$ cat src/rtl/wsr_pkg.sv
package wsr_pkg;

    localparam int NFLD = 5;
    localparam int FLD_LO  [NFLD] = '{0, 8, 26, 30, 46};
    localparam int FLD_HI  [NFLD] = '{7, 23, 29, 45, 57};
    localparam bit FLD_REV [NFLD] = '{1'b0, 1'b1, 1'b0, 1'b0, 1'b1};
    localparam bit FLD_RD  [NFLD] = '{1'b1, 1'b1, 1'b0, 1'b1, 1'b1};

    // Store bit feeding image bit b, or -1 when the image bit reads as zero.
    function automatic int bit_src(input int b);
        int s;
        s = -1;
        for (int f = 0; f < NFLD; f++) begin
            if (FLD_RD[f] && b >= FLD_LO[f] && b <= FLD_HI[f]) begin
                s = FLD_REV[f] ? (FLD_LO[f] + FLD_HI[f] - b) : b;
            end
        end
        return s;
    endfunction

    typedef enum logic [0:0] {
        SNAP_EMPTY = 1'b0,
        SNAP_HELD  = 1'b1
    } snap_state_e;

endpackage

$ cat src/rtl/wsr_field_map.sv
module wsr_field_map #(
    parameter int REG_W = 64
) (
    input  logic [REG_W-1:0] fld_store,
    output logic [REG_W-1:0] live_img
);
    import wsr_pkg::*;

    for (genvar b = 0; b < REG_W; b++) begin : g_bit
        localparam int SRC = bit_src(b);
        if (SRC >= 0 && SRC < REG_W) begin : g_map
            assign live_img[b] = fld_store[SRC];
        end else begin : g_zero
            assign live_img[b] = 1'b0;
        end
    end

endmodule

$ cat src/rtl/wsr_snap_ctrl.sv
module wsr_snap_ctrl #(
    parameter int REG_W = 64
) (
    input  logic             clk,
    input  logic             rst_n,
    input  logic             capture,
    input  logic [REG_W-1:0] live_img,
    output logic [REG_W-1:0] snap_q,
    output logic             snap_valid
);
    import wsr_pkg::*;

    snap_state_e state_q, state_d;
    logic        snap_load;

    // State register
    always_ff @(posedge clk or negedge rst_n) begin
        if (!rst_n) state_q <= SNAP_EMPTY;
        else        state_q <= state_d;
    end

    // Next state
    always_comb begin
        state_d = state_q;
        unique case (state_q)
            SNAP_EMPTY: if (capture) state_d = SNAP_HELD;   // T_FIRST_CAPTURE
            SNAP_HELD:  state_d = SNAP_HELD;                // T_RECAPTURE / T_IDLE
            default:    state_d = SNAP_EMPTY;
        endcase
    end

    // Outputs
    always_comb begin
        snap_load  = 1'b0;
        snap_valid = 1'b0;
        unique case (state_q)
            SNAP_EMPTY: snap_load = capture;
            SNAP_HELD: begin
                snap_load  = capture;
                snap_valid = 1'b1;
            end
            default: ;
        endcase
    end

    always_ff @(posedge clk or negedge rst_n) begin
        if (!rst_n)         snap_q <= '0;
        else if (snap_load) snap_q <= live_img;
    end

endmodule

$ cat src/rtl/wsr_subword_mux.sv
module wsr_subword_mux #(
    parameter int REG_W       = 64,
    parameter int ACC_W       = 16,
    parameter bit SELF_BYPASS = 1'b1,
    localparam int NSUB       = REG_W / ACC_W
) (
    input  logic [NSUB-1:0]  rd_strb,
    input  logic             rd_is_wr,
    input  logic [REG_W-1:0] live_img,
    input  logic [REG_W-1:0] snap_q,
    input  logic             snap_valid,
    output logic [ACC_W-1:0] rd_data
);
    logic [ACC_W-1:0] entry [NSUB];

    for (genvar i = 0; i < NSUB; i++) begin : g_sub
        logic [ACC_W-1:0] src;
        if (SELF_BYPASS && i > 0) begin : g_buf
            assign src = snap_valid ? snap_q[i*ACC_W +: ACC_W] : '0;
        end else begin : g_live
            assign src = live_img[i*ACC_W +: ACC_W];
        end
        assign entry[i] = (rd_strb[i] && !rd_is_wr) ? src : '0;
    end

    always_comb begin
        rd_data = '0;
        for (int i = 0; i < NSUB; i++) rd_data = rd_data | entry[i];
    end

endmodule

$ cat src/rtl/wide_snap_reader.sv
module wide_snap_reader #(
    parameter int REG_W    = 64,
    parameter int ACC_W    = 16,
    parameter bit BUFFERED = 1'b1,
    localparam int NSUB    = REG_W / ACC_W
) (
    input  logic             clk,
    input  logic             rst_n,
    input  logic [NSUB-1:0]  rd_strb,
    input  logic             rd_is_wr,
    input  logic [REG_W-1:0] fld_store,
    output logic [ACC_W-1:0] rd_data
);
    localparam bit SELF_BYPASS = BUFFERED && (NSUB > 1);

    logic [REG_W-1:0] live_img;
    logic [REG_W-1:0] snap_q;
    logic             snap_valid;

    wsr_field_map #(.REG_W(REG_W)) map_i (
        .fld_store (fld_store),
        .live_img  (live_img)
    );

    if (SELF_BYPASS) begin : g_snap
        logic capture;
        assign capture = rd_strb[0] && !rd_is_wr;
        wsr_snap_ctrl #(.REG_W(REG_W)) ctrl_i (
            .clk        (clk),
            .rst_n      (rst_n),
            .capture    (capture),
            .live_img   (live_img),
            .snap_q     (snap_q),
            .snap_valid (snap_valid)
        );
    end else begin : g_nosnap
        assign snap_q     = '0;
        assign snap_valid = 1'b0;
    end

    wsr_subword_mux #(
        .REG_W       (REG_W),
        .ACC_W       (ACC_W),
        .SELF_BYPASS (SELF_BYPASS)
    ) mux_i (
        .rd_strb    (rd_strb),
        .rd_is_wr   (rd_is_wr),
        .live_img   (live_img),
        .snap_q     (snap_q),
        .snap_valid (snap_valid),
        .rd_data    (rd_data)
    );

endmodule

$ cat config.mk
export PLATFORM = sky130hd
export DESIGN_NAME = wide_snap_reader
export DESIGN_NICKNAME = d
export VERILOG_FILES = /design/src/rtl/wsr_pkg.sv /design/src/rtl/wsr_field_map.sv /design/src/rtl/wsr_snap_ctrl.sv /design/src/rtl/wsr_subword_mux.sv /design/src/rtl/wide_snap_reader.sv
export SDC_FILE = /design/constraint.sdc
export NUM_CORES = 1
export LEC_CHECK = 0
export ABC_AREA = 1
export BUFFER_PORTS_ARGS = -buffer_cell sky130_fd_sc_hd__buf_2
export CAP_MARGIN = 40
export CELL_PAD_IN_SITES_DETAIL_PLACEMENT = 1
export CELL_PAD_IN_SITES_GLOBAL_PLACEMENT = 1
export CORE_AREA = 2 2 65 98
export CTS_CLUSTER_SIZE = 25
export DETAILED_ROUTE_END_ITERATION = 7
export DIE_AREA = 0 0 67 100
export GPL_ROUTABILITY_DRIVEN = 0
export PLACE_DENSITY = 0.94
export SYNTH_ARGS = -nofsm -noshare
export SYNTH_HDL_FRONTEND = slang
export SYNTH_SLANG_ARGS = --single-unit
$ cat constraint.sdc
create_clock -name clk -period 1.5 [get_ports clk]
set_input_delay 0.075 -clock clk [delete_from_list [all_inputs] [get_ports clk]]
set_output_delay 0.075 -clock clk [all_outputs]
set_load 0.05 [all_outputs]
-- Yosys cells after proc, flatten, opt, wreduce, memory -nomap -nowiden
Index checks and enable logic that the tools add are counted.
- mux-type cells: 10
- bitwise logic cells: 4
- reductions and logical operators: 5
- operator list (operator ; number):
    two-way mux 16 bit ; 6
    bitwise OR 16 bit ; 3
    two-way mux 10 bit ; 1
    logical AND 1 bit ; 4
    two-way mux 1 bit ; 2
    case mux 1 bit (2 select lines) ; 1
    logical NOT 1 bit ; 1
    inverter 1 bit ; 1
- bits in registers: 53
- input bits: 71
- output and inout bits: 16
- word-level logic and storage cells: 21

-- Logic depth before layout (Yosys ltp)
Gate-level depths: netlist of the first run.
- depth in word-level cells: 6
- depth in mapped cells: 6
- gate-level depth less buffers: 5

-- By module
Synthesis of the first run repeated with hierarchy kept, for this count alone.
- cells, all modules: 529
- area, all modules: 3703.6 µm²
- by module, submodules not included (module ; times used ; cells an instance ; area each (µm²) ; seq. area each (µm²)):
    wsr_snap_ctrl ; 1 ; 272 ; 2459.9 ; 1626.6
    wsr_subword_mux ; 1 ; 190 ; 749.5 ; 0.0
    wsr_field_map ; 1 ; 65 ; 484.2 ; 0.0
    wide_snap_reader ; 1 ; 2 ; 10.0 ; 0.0

-- Worst setup path before layout of the first run
No wires, ideal clock.
- path kind: register to output
- from: reg g_snap.ctrl_i.state_q
- to: out rd_data[4]
- arrival: 1.148 ns
- required time: 1.425 ns
- slack: 0.277 ns
- stages on the path, launching flop included: 7
- buffers on the path: 2
- cell sequence: dfrtp_1 > buf_2 > buf_2 > nand2_1 > nor2_1 > nor2_1 > nand2_1
- cells in the longest elaborated chain, start to end: 6
- ends and longest elaborated chain (element ; line ; text):
    start, declared ; wsr_snap_ctrl.sv:13 ; snap_state_e state_q, state_d;
    start signal, assigned ; wsr_snap_ctrl.sv:19 ; else state_q <= state_d;
    two-way mux 1 bit * ; wsr_snap_ctrl.sv:36 ; unique case (state_q)
    two-way mux 16 bit ; wsr_subword_mux.sv:19 ; assign src = snap_valid ? snap_q[i*ACC_W +: ACC_W] : '0;
    two-way mux 16 bit ; wsr_subword_mux.sv:23 ; assign entry[i] = (rd_strb[i] && !rd_is_wr) ? src : '0;
    bitwise OR 16 bit (2 in series) ; wsr_subword_mux.sv:28 ; for (int i = 0; i < NSUB; i++) rd_data = rd_data | entry[i];
    bitwise OR 16 bit * ; wsr_subword_mux.sv:28 ;
    end, declared ; wide_snap_reader.sv:12 ; output logic [ACC_W-1:0] rd_data
Mark *: on every way between the ends. The rest lies on a longest branch, timed or not.

-- Worst setup path after layout of the first run
- from: reg g_snap.ctrl_i.state_q
- to: out rd_data[15]
- cells in the longest elaborated chain, start to end: 6
- ends and longest elaborated chain (element ; line):
    two-way mux 1 bit * ; wsr_snap_ctrl.sv:36
    two-way mux 16 bit ; wsr_subword_mux.sv:19
    two-way mux 16 bit ; wsr_subword_mux.sv:23
    bitwise OR 16 bit ; wsr_subword_mux.sv:28
    bitwise OR 16 bit * (2 in series) ; wsr_subword_mux.sv:28
Marks and branches as above.

==> flow_summary.ini, run 1 <==
[synth]
ys_ff_latch = 37
netlist_area_um2 = 1960
syn_nets = 352
yosys.area.top_type = dfrtp_1
ys_top_cells_by_count = 159 x nand2_1, 37 x dfrtp_1, 28 x nand3_1, 28 x nor2_1, 12 x inv_1
ys_seq_area_share_pct = 47.3
synth_edf_count = 0
async_reset_ff_share_pct = 100
syn_inst = 281
yosysTopAreaCellShare_pct = 47.3
post-synth-top-count-cell = nand2_1
synth_cell_types = 10
yosysWarnings = 0
postSynthAreaPerCell_um2 = 6.96
synth-main-ff-cell = dfrtp_1
yosys-top-cells-area = dfrtp_1 47%, nand2_1 30%, nand3_1 7.2%, nor2_1 5.4%, buf_6 2.9%

[critical_path]
startpoint_type = flip-flop
cp-startpoint = g_snap.ctrl_i.state_q$_DFF_PN0_
cp_common_cell = nand3_1
cp_num_buf_inv = 2
rr_startpoint = g_snap.ctrl_i.state_q$_DFF_PN0_
slowest_delay_ps = 380
cp_cell_sequence = buf_4, nand3_1, nand3_1, buf_2
crit_fanout = 14
slowest_stage = dfrtp_1
worstSetupPathType = flip-flop to output port
cp.required_ps = 1420
endpoint_kind = output port
cp_data_arrival_time_ps = 1350
crit_family = buffers and inverters

[sta]
skew_ps = 0
rsz0062_at_grt = true
worstMarginPinSlew_ps = 830
drv_slew = 0
tns_ps = 0
slew_headroom_pct = 44.7
setup_violations = 0
finalHoldViolations = 0
whs_ps = 2.05
fin_crit_sh_pct = 95.2
fmax_mhz = 700
period_needed_ps = 1430

[grt]
grt_pass1_wl_um = 9980
use_met2_pct = 35.6
grt_max_degree = 38
use_met3_pct = 2.13
grt_use_total_pct = 19.4
globalRouteOverflowTotal = 0
use_met1_pct = 22.6
busiest_layer = met2
antenna_found_initial = 0
grt_pass1_vias = 2208

[clock_tree]
path_clk_slew_ps = 70
clkLatencyLatePin_ps = 290
post-cts-setup-buffers = 0
cts_tree = done
h-tree-depth = 2
clkSinkCount = 37
cts_buffers = 5
cts_buffer_depth = 2
cts-root-buf = clkbuf_8

[floorplanning]
die_area_um2 = 6700
ioPinCount = 87
fp.dieH_um = 100
initial_core_util_pct = 32.9
coreArea_um2 = 5960
die_w_um = 67
num_rows = 35

[detailed_routing]
vias = 2101
wl_um = 6110
via_per_inst = 4.59
drt_pass1_iterations = 4
initialDrtViolationCount = 95
ant_nets = 0
drc = 0
wire_per_inst_um = 13.3

[pwr]
p_per_area_nw_per_um2 = 933
p_leak_uw = 0.00161
ir_drop_v = 0.000677

[outcome]
status = finished clean

[finish]
fin_cells = 458
diodes = 0
nets = 454
syn2layout_area_growth_pct = 41.5
drive_above_1_share_pct = 23.4

[job]
cap_violations = 0

[min_path]
holdCritPathClass = input port to flip-flop
hp-start = fld_store[32]

[placed_design]
post-place-cells = 420
dp_hpwl_um = 4300
port_buffers = 74
==> worst reg2reg max path: stages (launching register included) <==
cell,delay [ps]
dfrtp_1,400
inv_1,90
nand2_1,50
==> cell type report <==
type / count / area (um2)
Multi-Input combinational cell: 216 / 865
Timing Repair Buffer: 109 / 746
Fill cell: 806 / 3190
Tap cell: 74 / 92.6
Clock inverter: 2 / 10.0
Clock buffer: 6 / 72.6
Sequential cell: 37 / 926
Inverter: 14 / 57.6
==> placed cells by master (no fill, tap or decap) <==
| cell type | count |
|---|---|
| nand2_1 | 159 |
| buf_2 | 62 |
| dfrtp_1 | 37 |
| dlygate4sd3_1 | 30 |
| nand3_1 | 28 |
| nor2_1 | 27 |
| inv_1 | 12 |
| buf_4 | 11 |
| clkbuf_8 | 5 |
| clkbuf_4 | 4 |
| inv_4 | 2 |
| clkinv_2 | 2 |
| buf_6 | 2 |
| nand2_8 | 1 |
| nor2_2 | 1 |
| clkbuf_1 | 1 |
==> metal layers <==
layer / vias to the layer above / part of all wire (%)
met1: 994 / 41
li1: 1052 / -
met4: 0 / 2.6
met3: 12 / 2.5
met2: 43 / 53
met5: - / 0
==> repair_timing <==
item                                    4_1_cts  5_1_grt
cloned                                        0        0
resized for setup                             1       22
hold buffers                                 29        1
pin swaps                                     0        1
hold endpoints to repair                     65        1
endpoints found under the setup margin        3       12
==> registers in the layout, indices dropped and copies added, names as in the netlist <==
signal,flops
g_snap.ctrl_i.snap_q,36
g_snap.ctrl_i.state_q,1
==> through the flow <==
step	setup WS (ps)	power [uW]	util (%)	cell area [um2]
6_report	72.4	2580	46.5	2770
5_1_grt	-8.57	2740	46.5	2770
4_1_cts	8.81	2570	45.7	2720
3_5_place_dp	308	1840	39.4	2350
3_3_place_gp	326	1810	39.4	2350
2_1_floorplan	277	1630	-	1960
==> path summary, 6_finish.rpt <==
path | end | slack (ps) | depth (start not counted)
min in group asynchronous | g_snap.ctrl_i.snap_q[43]$_DFFE_PN0N_ | 440 | 2
worst min-delay path | g_snap.ctrl_i.snap_q[32]$_DFFE_PN0N_ | 2 | 3
max in group asynchronous | g_snap.ctrl_i.snap_q[37]$_DFFE_PN0N_ | 530 | 2
worst min register to register | g_snap.ctrl_i.snap_q[23]$_DFFE_PN0N_ | 480 | 2
worst max-delay path | rd_data[15] | 70 | 4
worst max register to register | g_snap.ctrl_i.state_q$_DFF_PN0_ | 830 | 2
==> cell families (layout without fill, tap and decap cells) <==
group | after synthesis | count (layout) | share of synthesized area (%)
buf+inv | 28 | 131 | 8.63
simple gates | 216 | 216 | 44.1
flops | 37 | 37 | 47.3
==> power by group <==
group          internal, uW  switching [uW]
Sequential             1120            69.9
Clock                   322             347
Combinational           272             454
Total                  1710             872
Note: power is estimated with default switching activity, not from simulation.
==> run 2: changes to the inputs <==
Settings changed: CORE_AREA 2 2 65 98 to 2 2 111 59, DIE_AREA 0 0 67 100 to 0 0 113 61, PLACE_DENSITY 0.94 to 0.93.
==> run 2 against run 1 <==
Against the previous run:
- the flow now finishes with violations (DRC, hold timing)
- critical path depth is 2 higher
- sequential share of layout area increased by 0.40 points
- die area up 2.9%
- maximum frequency grew 0.51%
- cell area decreased by 1.2%
- first-iteration DRC count is 29% higher
- global-route usage decreased by 0.54 points
- combinational power down 4.5%
- sequential cell count unchanged
- largest cell class unchanged
==> flow_summary.ini, run 2 (synthesis gave the netlist of run 1 again) <==
[clock_tree]
cts_buffer_depth = 2
h-tree-depth = 2
clkSinkCount = 37
cts_tree = done
cts_buffers = 5
clkLatencyLatePin_ps = 270
cts-root-buf = clkbuf_16
path_clk_slew_ps = 60

[finish]
largest_reg_flops = 36
fin_cells = 448
drive_above_1_share_pct = 25.6
layout_common_cells = 159 x nand2_1, 64 x buf_2, 37 x dfrtp_1
top_regs = g_snap.ctrl_i.snap_q: 36 flops, g_snap.ctrl_i.state_q: 1 flops
final_common_cell = nand2_1
syn2layout_area_growth_pct = 39.8
nets = 441
regMostFlops = g_snap.ctrl_i.snap_q
diodes = 0

[pwr]
p_leak_uw = 0.00161
switching_power_uw = 922
pwr-share-comb_pct = 21.4
power.share.clock_pct = 41.7
p_sw_share_pct = 28.5
p_int_uw = 2310
ir_drop_v = 0.000555
pwr-share-seq_pct = 36.9
p_per_area_nw_per_um2 = 1180

[job]
cap_violations = 0

[grt]
globalRouteOverflowTotal = 0
antenna_found_initial = 0
grt_max_degree = 38
grt_pass1_vias = 2116
grt_pass1_wl_um = 10100
grt_use_total_pct = 18.9

[min_path]
holdCritPathClass = input port to flip-flop

[sta]
fin_crit_sh_pct = 94.7
whs_ps = -1.57
setup_violations = 0
fmax_mhz = 704
worstMarginPinSlew_ps = 499
period_needed_ps = 1420
slew_headroom_pct = 66.7
skew_ps = 0
tns_ps = 0
finalHoldViolations = 1
drv_slew = 0
rsz0062_at_grt = false

[placed_design]
port_buffers = 74
post-place-cells = 425
dp_hpwl_um = 4410

[detailed_routing]
ant_nets = 0
via_per_inst = 4.56
drt_pass1_iterations = 6
initialDrtViolationCount = 123
drc = 4
wire_per_inst_um = 13.7
vias = 2042
wl_um = 6120

[floorplanning]
coreArea_um2 = 5910
ioPinCount = 87
die_w_um = 113
initial_core_util_pct = 33.1
fp.dieH_um = 61
num_rows = 20
die_area_um2 = 6890

[critical_path]
endpoint_kind = output port
crit_fanout = 11
cp_cell_sequence = buf_6, nand2_1, nor2_1, nor2_1, nand2_1, buf_4
cp.required_ps = 1420
slowest_delay_ps = 400
worstSetupPathType = flip-flop to output port
cp_data_arrival_time_ps = 1350
cp_num_buf_inv = 2
slowest_stage = dfrtp_1
startpoint_type = flip-flop
crit_family = flip-flops

[outcome]
violations = DRC, hold timing
status = complete, but fails checks
## run 2: cell count changes in the layout (fill, tap and decap cells not counted), moves of 2 or more
cell	previous run	this run
bufinv_16	0	2
clkbuf_8	5	0
buf_2	62	64
clkbuf_16	0	5
buf_4	11	14
dlygate4sd3_1	30	13
## run 2: area by class of cell
| class | instances | area (um2) |
|---|---|---|
| fill | 787 | 3170 |
| sequential | 37 | 926 |
| multi-input combinational | 216 | 870 |
| timing repair buffer | 96 | 597 |
| clock buffer | 5 | 125 |
| tap | 77 | 96.3 |
| clock inverter | 3 | 65.1 |
| inverter | 14 | 57.6 |
## run 2: worst paths after layout
check / slack [ps] / endpoint / cells past startpoint / start
setup / recovery: 80 / rd_data[4] / 6 / g_snap.ctrl_i.state_q$_DFF_PN0_
hold / removal: -2 / g_snap.ctrl_i.snap_q[51]$_DFFE_PN0N_ / 3 / fld_store[52]
setup reg to reg: 810 / g_snap.ctrl_i.state_q$_DFF_PN0_ / 2 / g_snap.ctrl_i.state_q$_DFF_PN0_
hold reg to reg: 480 / g_snap.ctrl_i.snap_q[41]$_DFFE_PN0N_ / 2 / g_snap.ctrl_i.snap_q[41]$_DFFE_PN0N_
max in group asynchronous: 750 / g_snap.ctrl_i.snap_q[23]$_DFFE_PN0N_ / 3 / rst_n
min in group asynchronous: 400 / g_snap.ctrl_i.snap_q[35]$_DFFE_PN0N_ / 3 / rst_n
## run 2: stage by stage
step | instance area (um2) | utilization, % | setup slack [ps] | hold slack [ps] | power (uW)
2_1_floorplan | 1960 | - | 277 | -221 | 1630
3_3_place_gp | 2360 | 40.0 | 292 | 149 | 1830
3_5_place_dp | 2360 | 40.0 | 255 | 162 | 1850
4_1_cts | 2700 | 45.8 | 3.42 | 0.163 | 3260
5_1_grt | 2740 | 46.3 | 7.15 | 11.4 | 3390
6_report | 2740 | 46.3 | 79.6 | -1.57 | 3230
## run 2: power groups by stage
stage | registers, uW | clock network (uW) | logic, uW
after floorplan | 1180 | 0 | 446
after detailed placement | 1210 | 0 | 644
after CTS | 1190 | 1370 | 691
after global placement | 1200 | 0 | 627
final | 1190 | 1350 | 693
after global routing | 1210 | 1420 | 769
## run 2: repair_timing
| action | in CTS | in global routing |
|---|---|---|
| endpoints found under the hold margin | 49 | 0 |
| pin swaps | 0 | 0 |
| gates resized for setup | 7 | 6 |
| hold buffers | 13 | 0 |
| setup buffers | 0 | 2 |
| endpoints found under the setup margin | 9 | 11 |
## run 2: layer usage
| metal | vias up | wire (um) | GRT usage, % |
|---|---|---|---|
| li1 | 1024 | - | - |
| met5 | - | 0 | 0 |
| met2 | 62 | 2680 | 30.1 |
| met4 | 0 | 23 | 3.14 |
| met3 | 4 | 375 | 4.50 |
| met1 | 952 | 3040 | 27.1 |
## run 2: worst register-to-register path, delay by kind of cell, from the launching register on
family / cells / cell delay [ps]
flops: 1 / 400
buf+inv: 1 / 120
simple gates: 1 / 60
